## config.mk

```make
export PLATFORM = sky130hd
export DESIGN_NAME = rtc_spi_port
export DESIGN_NICKNAME = d
export VERILOG_FILES = /design/src/rtl/rtc_spi_pkg.sv /design/src/rtl/rtc_spi_sync.sv /design/src/rtl/rtc_spi_shift.sv /design/src/rtl/rtc_spi_snap.sv /design/src/rtl/rtc_spi_regs.sv /design/src/rtl/rtc_spi_port.sv
export SDC_FILE = /design/constraint.sdc
export NUM_CORES = 1
export LEC_CHECK = 0
export CORE_MARGIN = 1
export CORE_UTILIZATION = 66
export DETAILED_ROUTE_END_ITERATION = 6
export DONT_BUFFER_PORTS = 1
export GPL_ROUTABILITY_DRIVEN = 0
export PLACE_DENSITY = 0.82
export SYNTH_ARGS = -nofsm -noshare
export SYNTH_HDL_FRONTEND = slang
export SYNTH_HIERARCHICAL = 1
export SYNTH_SLANG_ARGS = --single-unit
```

## constraint.sdc

```tcl
create_clock -name clk -period 5.5 [get_ports clk]
set_input_delay 0.825 -clock clk [delete_from_list [all_inputs] [get_ports clk]]
set_output_delay 0.825 -clock clk [all_outputs]
set_load 0.01 [all_outputs]
```

## src/rtl/rtc_spi_pkg.sv

```systemverilog
package rtc_spi_pkg;

   localparam int unsigned BYTE_W = 8;

   typedef logic [BYTE_W-1:0] byte_t;

   typedef enum logic {
      PH_CMD  = 1'b0,
      PH_DATA = 1'b1
   } phase_e;

   // Writable-bit mask of a location; anything past the last location is all-zero.
   function automatic byte_t loc_mask(input int unsigned loc, input int unsigned last);
      byte_t m;
      if (loc > last) begin
         m = '0;
      end else begin
         case (loc)
            0, 1, 2: m = 8'h7F;
            3:       m = 8'h07;
            4:       m = 8'h3F;
            5:       m = 8'h9F;
            18:      m = 8'hC0;
            19:      m = 8'h01;
            default: m = 8'hFF;
         endcase
      end
      return m;
   endfunction

endpackage

```

## src/rtl/rtc_spi_sync.sv

```systemverilog
module rtc_spi_sync #(
   parameter int unsigned STAGES = 2,
   parameter bit          CPOL   = 1'b0
)(
   input  logic clk,
   input  logic rst_n,
   input  logic sclk,
   input  logic cs_n,
   input  logic mosi,
   output logic sel,
   output logic sel_rise,
   output logic lead,
   output logic trail,
   output logic mosi_s
);

   if (STAGES < 2) begin : g_bad_stages
      $error("rtc_spi_sync: STAGES must be at least 2");
   end

   logic [STAGES-1:0] sclk_q, cs_q, mosi_q;
   logic              sclk_d, sel_d;
   logic              sclk_s, rise, fall;

   always_ff @(posedge clk or negedge rst_n) begin
      if (!rst_n) begin
         sclk_q <= {STAGES{CPOL}};
         cs_q   <= '1;
         mosi_q <= '0;
         sclk_d <= CPOL;
         sel_d  <= 1'b0;
      end else begin
         sclk_q <= {sclk_q[STAGES-2:0], sclk};
         cs_q   <= {cs_q[STAGES-2:0], cs_n};
         mosi_q <= {mosi_q[STAGES-2:0], mosi};
         sclk_d <= sclk_s;
         sel_d  <= sel;
      end
   end

   assign sclk_s   = sclk_q[STAGES-1];
   assign sel      = ~cs_q[STAGES-1];
   assign mosi_s   = mosi_q[STAGES-1];
   assign sel_rise = sel & ~sel_d;
   assign rise     = sclk_s & ~sclk_d;
   assign fall     = ~sclk_s & sclk_d;

   if (CPOL == 1'b0) begin : g_idle_low
      assign lead  = rise;
      assign trail = fall;
   end else begin : g_idle_high
      assign lead  = fall;
      assign trail = rise;
   end

endmodule

```

## src/rtl/rtc_spi_shift.sv

```systemverilog
module rtc_spi_shift import rtc_spi_pkg::*; #(
   localparam int unsigned CNT_W = $clog2(BYTE_W)
)(
   input  logic             clk,
   input  logic             rst_n,
   input  logic             sel,
   input  logic             trail,
   input  logic             mosi,
   output logic [CNT_W-1:0] bit_idx,
   output logic             byte_done,
   output byte_t            rx_byte
);

   logic [BYTE_W-2:0] rx_sh;

   always_ff @(posedge clk or negedge rst_n) begin
      if (!rst_n) begin
         bit_idx <= '0;
         rx_sh   <= '0;
      end else if (!sel) begin
         bit_idx <= '0;
      end else if (trail) begin
         bit_idx <= bit_idx + 1'b1;
         rx_sh   <= {rx_sh[BYTE_W-3:0], mosi};
      end
   end

   assign byte_done = sel & trail & (bit_idx == CNT_W'(BYTE_W-1));
   assign rx_byte   = {rx_sh, mosi};

endmodule

```

## src/rtl/rtc_spi_snap.sv

```systemverilog
module rtc_spi_snap #(
   parameter int unsigned WIDTH = 56
)(
   input  logic             clk,
   input  logic             rst_n,
   input  logic             take,
   input  logic [WIDTH-1:0] live,
   output logic [WIDTH-1:0] shadow
);

   always_ff @(posedge clk or negedge rst_n) begin
      if (!rst_n)    shadow <= '0;
      else if (take) shadow <= live;
   end

endmodule

```

## src/rtl/rtc_spi_regs.sv

```systemverilog
module rtc_spi_regs import rtc_spi_pkg::*; #(
   parameter int unsigned ADDR_W = 7,
   parameter int unsigned BASE   = 7,
   parameter int unsigned COUNT  = 13,
   localparam int unsigned Q_W   = COUNT * BYTE_W
)(
   input  logic              clk,
   input  logic              rst_n,
   input  logic              we,
   input  logic [ADDR_W-1:0] waddr,
   input  byte_t             wdata,
   output logic [Q_W-1:0]    q
);

   for (genvar k = 0; k < COUNT; k++) begin : g_loc
      always_ff @(posedge clk or negedge rst_n) begin
         if (!rst_n)
            q[k*BYTE_W +: BYTE_W] <= '0;
         else if (we && waddr == ADDR_W'(BASE + k))
            q[k*BYTE_W +: BYTE_W] <= wdata;
      end
   end

endmodule

```

## src/rtl/rtc_spi_port.sv

```systemverilog
module rtc_spi_port import rtc_spi_pkg::*; #(
   parameter int unsigned TIME_REGS   = 7,
   parameter int unsigned LAST_LOC    = 19,
   parameter int unsigned SYNC_STAGES = 2,
   parameter bit          CPOL        = 1'b0,
   localparam int unsigned ADDR_W   = BYTE_W - 1,
   localparam int unsigned CTL_REGS = LAST_LOC + 1 - TIME_REGS,
   localparam int unsigned TIME_W   = TIME_REGS * BYTE_W,
   localparam int unsigned CTL_W    = CTL_REGS * BYTE_W
)(
   input  logic              clk,
   input  logic              rst_n,
   input  logic              spi_sclk,
   input  logic              spi_cs_n,
   input  logic              spi_mosi,
   output logic              spi_miso,
   output logic              spi_miso_oe,
   input  logic              bus_block,
   input  logic [TIME_W-1:0] time_live,
   output logic              wr_stb,
   output logic [ADDR_W-1:0] wr_addr,
   output logic [7:0]        wr_data,
   output logic [CTL_W-1:0]  ctl_regs
);

   if (TIME_REGS == 0 || TIME_REGS > LAST_LOC) begin : g_bad_time
      $error("rtc_spi_port: TIME_REGS must lie in 1..LAST_LOC");
   end
   if (LAST_LOC >= (1 << ADDR_W) - 1) begin : g_bad_last
      $error("rtc_spi_port: LAST_LOC must leave room for reserved locations");
   end

   localparam int unsigned    CNT_W  = $clog2(BYTE_W);
   localparam logic [ADDR_W-1:0] LAST_A = ADDR_W'(LAST_LOC);

   logic             sel, sel_rise, lead, trail, mosi_s;
   logic [CNT_W-1:0] bit_idx;
   logic             byte_done;
   byte_t            rx_byte;

   phase_e            phase;
   logic              wr_mode;
   logic [ADDR_W-1:0] ptr;
   logic              loc_ok, at_last, in_data;
   logic              commit, wrap_snap, snap_take;
   byte_t             wmask, wbyte, rd_val;
   logic [TIME_W-1:0] shadow;

   rtc_spi_sync #(
      .STAGES (SYNC_STAGES),
      .CPOL   (CPOL)
   ) u_sync (
      .clk      (clk),
      .rst_n    (rst_n),
      .sclk     (spi_sclk),
      .cs_n     (spi_cs_n),
      .mosi     (spi_mosi),
      .sel      (sel),
      .sel_rise (sel_rise),
      .lead     (lead),
      .trail    (trail),
      .mosi_s   (mosi_s)
   );

   rtc_spi_shift u_shift (
      .clk       (clk),
      .rst_n     (rst_n),
      .sel       (sel),
      .trail     (trail),
      .mosi      (mosi_s),
      .bit_idx   (bit_idx),
      .byte_done (byte_done),
      .rx_byte   (rx_byte)
   );

   // Pointer state and decode
   assign loc_ok    = (ptr <= LAST_A);
   assign at_last   = (ptr == LAST_A);
   assign in_data   = sel & (phase == PH_DATA) & loc_ok;
   assign commit    = byte_done & in_data & wr_mode & ~bus_block;
   assign wrap_snap = byte_done & in_data & at_last;
   assign snap_take = sel_rise | wrap_snap;
   assign wmask     = loc_mask(32'(ptr), LAST_LOC);
   assign wbyte     = rx_byte & wmask;

   always_ff @(posedge clk or negedge rst_n) begin
      if (!rst_n) begin
         phase   <= PH_CMD;
         wr_mode <= 1'b0;
         ptr     <= '0;
      end else if (!sel) begin
         phase   <= PH_CMD;
         wr_mode <= 1'b0;
      end else if (byte_done) begin
         if (phase == PH_CMD) begin
            phase   <= PH_DATA;
            wr_mode <= rx_byte[BYTE_W-1];
            ptr     <= rx_byte[ADDR_W-1:0];
         end else if (loc_ok) begin
            ptr <= at_last ? '0 : ptr + 1'b1;
         end
      end
   end

   // Time shadow
   rtc_spi_snap #(
      .WIDTH (TIME_W)
   ) u_snap (
      .clk    (clk),
      .rst_n  (rst_n),
      .take   (snap_take),
      .live   (time_live),
      .shadow (shadow)
   );

   // Control location storage
   rtc_spi_regs #(
      .ADDR_W (ADDR_W),
      .BASE   (TIME_REGS),
      .COUNT  (CTL_REGS)
   ) u_regs (
      .clk   (clk),
      .rst_n (rst_n),
      .we    (commit),
      .waddr (ptr),
      .wdata (wbyte),
      .q     (ctl_regs)
   );

   // Write strobe to the core
   always_ff @(posedge clk or negedge rst_n) begin
      if (!rst_n) begin
         wr_stb  <= 1'b0;
         wr_addr <= '0;
         wr_data <= '0;
      end else begin
         wr_stb <= commit;
         if (commit) begin
            wr_addr <= ptr;
            wr_data <= wbyte;
         end
      end
   end

   // Read value of the current location
   always_comb begin
      rd_val = '0;
      for (int i = 0; i < TIME_REGS; i++) begin
         if (ptr == ADDR_W'(i))
            rd_val = shadow[i*BYTE_W +: BYTE_W] & loc_mask(i, LAST_LOC);
      end
      for (int j = 0; j < CTL_REGS; j++) begin
         if (ptr == ADDR_W'(TIME_REGS + j))
            rd_val = ctl_regs[j*BYTE_W +: BYTE_W];
      end
   end

   // Serial output, driven on the leading edge
   always_ff @(posedge clk or negedge rst_n) begin
      if (!rst_n) begin
         spi_miso    <= 1'b0;
         spi_miso_oe <= 1'b0;
      end else if (!sel) begin
         spi_miso    <= 1'b0;
         spi_miso_oe <= 1'b0;
      end else if (lead) begin
         if (in_data && !wr_mode && !bus_block) begin
            spi_miso    <= rd_val[BYTE_W-1-32'(bit_idx)];
            spi_miso_oe <= 1'b1;
         end else begin
            spi_miso    <= 1'b0;
            spi_miso_oe <= 1'b0;
         end
      end
   end

endmodule

```

==> key figures <==
Drt
  – Total vias in the final route: roughly 7,300
  – DRT iter0 DRCs: 1,057
  – # DRC: 0
  – Final wirelength: 27,900 µm
  – Routed wire length per instance: 28.2 µm
  – Antenna Nets Post-Route: 0
  – Drt pass-1 iters: 6
  – Vias/cell: 7.37

Power and ir drop
  – Leak Pwr: 4.85 nW
  – Max VDD drop: 0.000236 V
  – Pwr dens: 308 nW/µm²
  – Tot Pwr: 3.19 mW

Floorplanning
  – Die area: 15,300 µm²
  – I/O Pins: 184
  – CORE AREA: ~14,000 µm²
  – Row count: 44
  – Initial Util: 67.4%
  – Chip height: approximately 120 µm
  – Die W: about 120 µm

Clock network
  – Worst-path clk slew: about 0.070 ns
  – Post-CTS Setup Bufs: 0
  – CTS tree: done
  – Clock buffer depth: 2
  – Clock Sinks: just under 200
  – Worst-Skew Late Latency: 0.44 ns
  – Clk root buf: clkbuf_16
  – PostCTS Resize Cnt: 0
  – Max H-tree Level: 4
  – # hold bufs at CTS: 0
  – CTS Buf Count: 17

GRT
  – Antenna violations before repair: 0
  – Routing usage on met3: a little over an eighth
  – Remaining global-route overflow: 0
  – GR Layer Usage met1: between 40% and 50%
  – Busiest grt layer: met2
  – GR Util met2: between 50% and 60%
  – Largest net degree at the start of global routing: 194
  – Vias in the first global route: 7,274
  – Tot GR Track Use: 37.5%
  – First-pass GRT wire length: 41,500 µm

Critical path
  – CP Class: reg -> reg
  – CP top delay family: simple AND/OR/NAND/NOR gates
  – Cells along the critical path: ha_1, o31ai_1, a211oi_1, nor3b_2, nand4_2, buf_4, inv_1, nand2_1, nor4b_4, mux2_2
  – WP data required: 5.82 ns
  – CP Data Arrival Time: between 4 and 5 ns
  – Startpoint Class: flop
  – Slowest-stage cell, CP: a211oi_1
  – Critical path peak fanout: 19
  – WP buf/inv: 2
  – Worst Setup End Kind: flop
  – CP peak stage delay: 0.72 ns

STA
  – Setup Skew: 0.00904 ns
  – Setup TNS Final: 0 ns
  – Worst-Margin Slew: around 1.2 ns
  – Final min period: between 4 and 5 ns
  – Hold Violations, Final: 0
  – Tcrit/Tclk final: 78.6%
  – RSZ-0062 raised after global routing: no
  – Max Slew Vio Count: 0
  – Maximum clock frequency: 231 MHz
  – Final setup viols: 0
  – Slew margin rel.: 18.2%

Cells and area
  – Final Net Count: 861
  – Fillers: 1,001
  – Core Util, Final: 71.6%
  – Non-Filler Instances: 988
  – Design area: 10,400 µm²
  – Commonest non-fill, non-tap cell in the layout: dfrtp_1
  – Area Overhead vs Synth: 6.23%
  – Fraction of layout cells with a size suffix above 1: 27.7%
  – ANT cells: 0
  – Commonest non-fill, non-tap cells in the layout: dfrtp_1 (191), mux2_2 (128), nand2_1 (50)

Hold path
  – HP Class: in -> async

Synth
  – Synthesized area: 9750 µm²
  – Gate Count Post-Synth: 824
  – Synth warn: 6
  – Syn nets: 894
  – Syn Area/Cell: 11.8 µm²

Placement
  – Placed cells: 956
  – Post-DP Area: roughly 10000 µm²
  – Detailed placer's ending HPWL: 18,800 µm
  – Port bufs: 0

Run status
  – Outcome: finished clean

Run
  – Max-Cap Viols: 0
## cell type report
cell class	count	area, µm²	share of cell area (%)
clock buffers	21	470	4.54
clock inverters	11	174	1.68
inverters	12	45.0	0.435
multi-input cells	562	4570	44.1
flip-flops and latches	193	4830	46.6
well taps	184	230	2.22
repair buffers	5	37.5	0.362
## final timing paths
kind / startpoint / to / slack, ns / depth (start not counted)
hold / removal: rst_n / u_snap/shadow[8]$_DFFE_PN0P_ / 0.09 / 0
setup / recovery: ptr[1]$_DFFE_PN0P_ / u_regs/q[4]$_DFFE_PN0P_ / 1.18 / 10
setup reg to reg: ptr[1]$_DFFE_PN0P_ / u_regs/q[4]$_DFFE_PN0P_ / 1.18 / 10
hold reg to reg: u_sync/sclk_q[0]$_DFF_PN0_ / u_sync/sclk_q[1]$_DFF_PN0_ / 0.35 / 0
min in group clk: u_sync/sclk_q[0]$_DFF_PN0_ / u_sync/sclk_q[1]$_DFF_PN0_ / 0.35 / 0
max in group asynchronous: rst_n / u_snap/shadow[11]$_DFFE_PN0P_ / 4.87 / 0
## where the power goes
group	switching [mW]	internal, mW
combinational	0.171	0.119
sequential	0.0620	1.49
clock	0.547	0.801
## routing by layer
metal	up-vias	wire length (µm)
met5	-	0
met4	0	1430
met3	134	3610
met2	543	12900
met1	3603	9920
li1	2999	-
## metrics by stage
step,hold WS (ns),setup slack (ns)
after global routing,0.0675,0.960
after detailed placement,0.340,1.37
after global placement,0.338,1.56
after CTS,0.0709,1.22
after floorplan,0.331,1.77
final,0.0890,1.18
## state kept, by name, indices dropped and copies added (netlist names), 2 cells and up
| register | count |
|---|---|
| u_sync/mosi_q | 2 |
| ptr | 7 |
| u_snap/shadow | 44 |
| u_shift/bit_idx | 3 |
| wr_addr | 7 |
| u_sync/cs_q | 2 |
| wr_data | 8 |
| u_regs/q | 104 |
| u_shift/rx_sh | 7 |
| u_sync/sclk_q | 2 |
## worst reg2reg max path, cell delays in order (launching register included)
cell and delay [ns]:
dfrtp_1 0.67, ha_1 0.28, o31ai_1 0.07, a211oi_1 0.72, nor3b_2 0.45, nand4_2 0.14
buf_4 0.24, inv_1 0.25, nand2_1 0.27, nor4b_4 0.70, mux2_2 0.43
No activity file was read; power rests on OpenSTA's default activity.
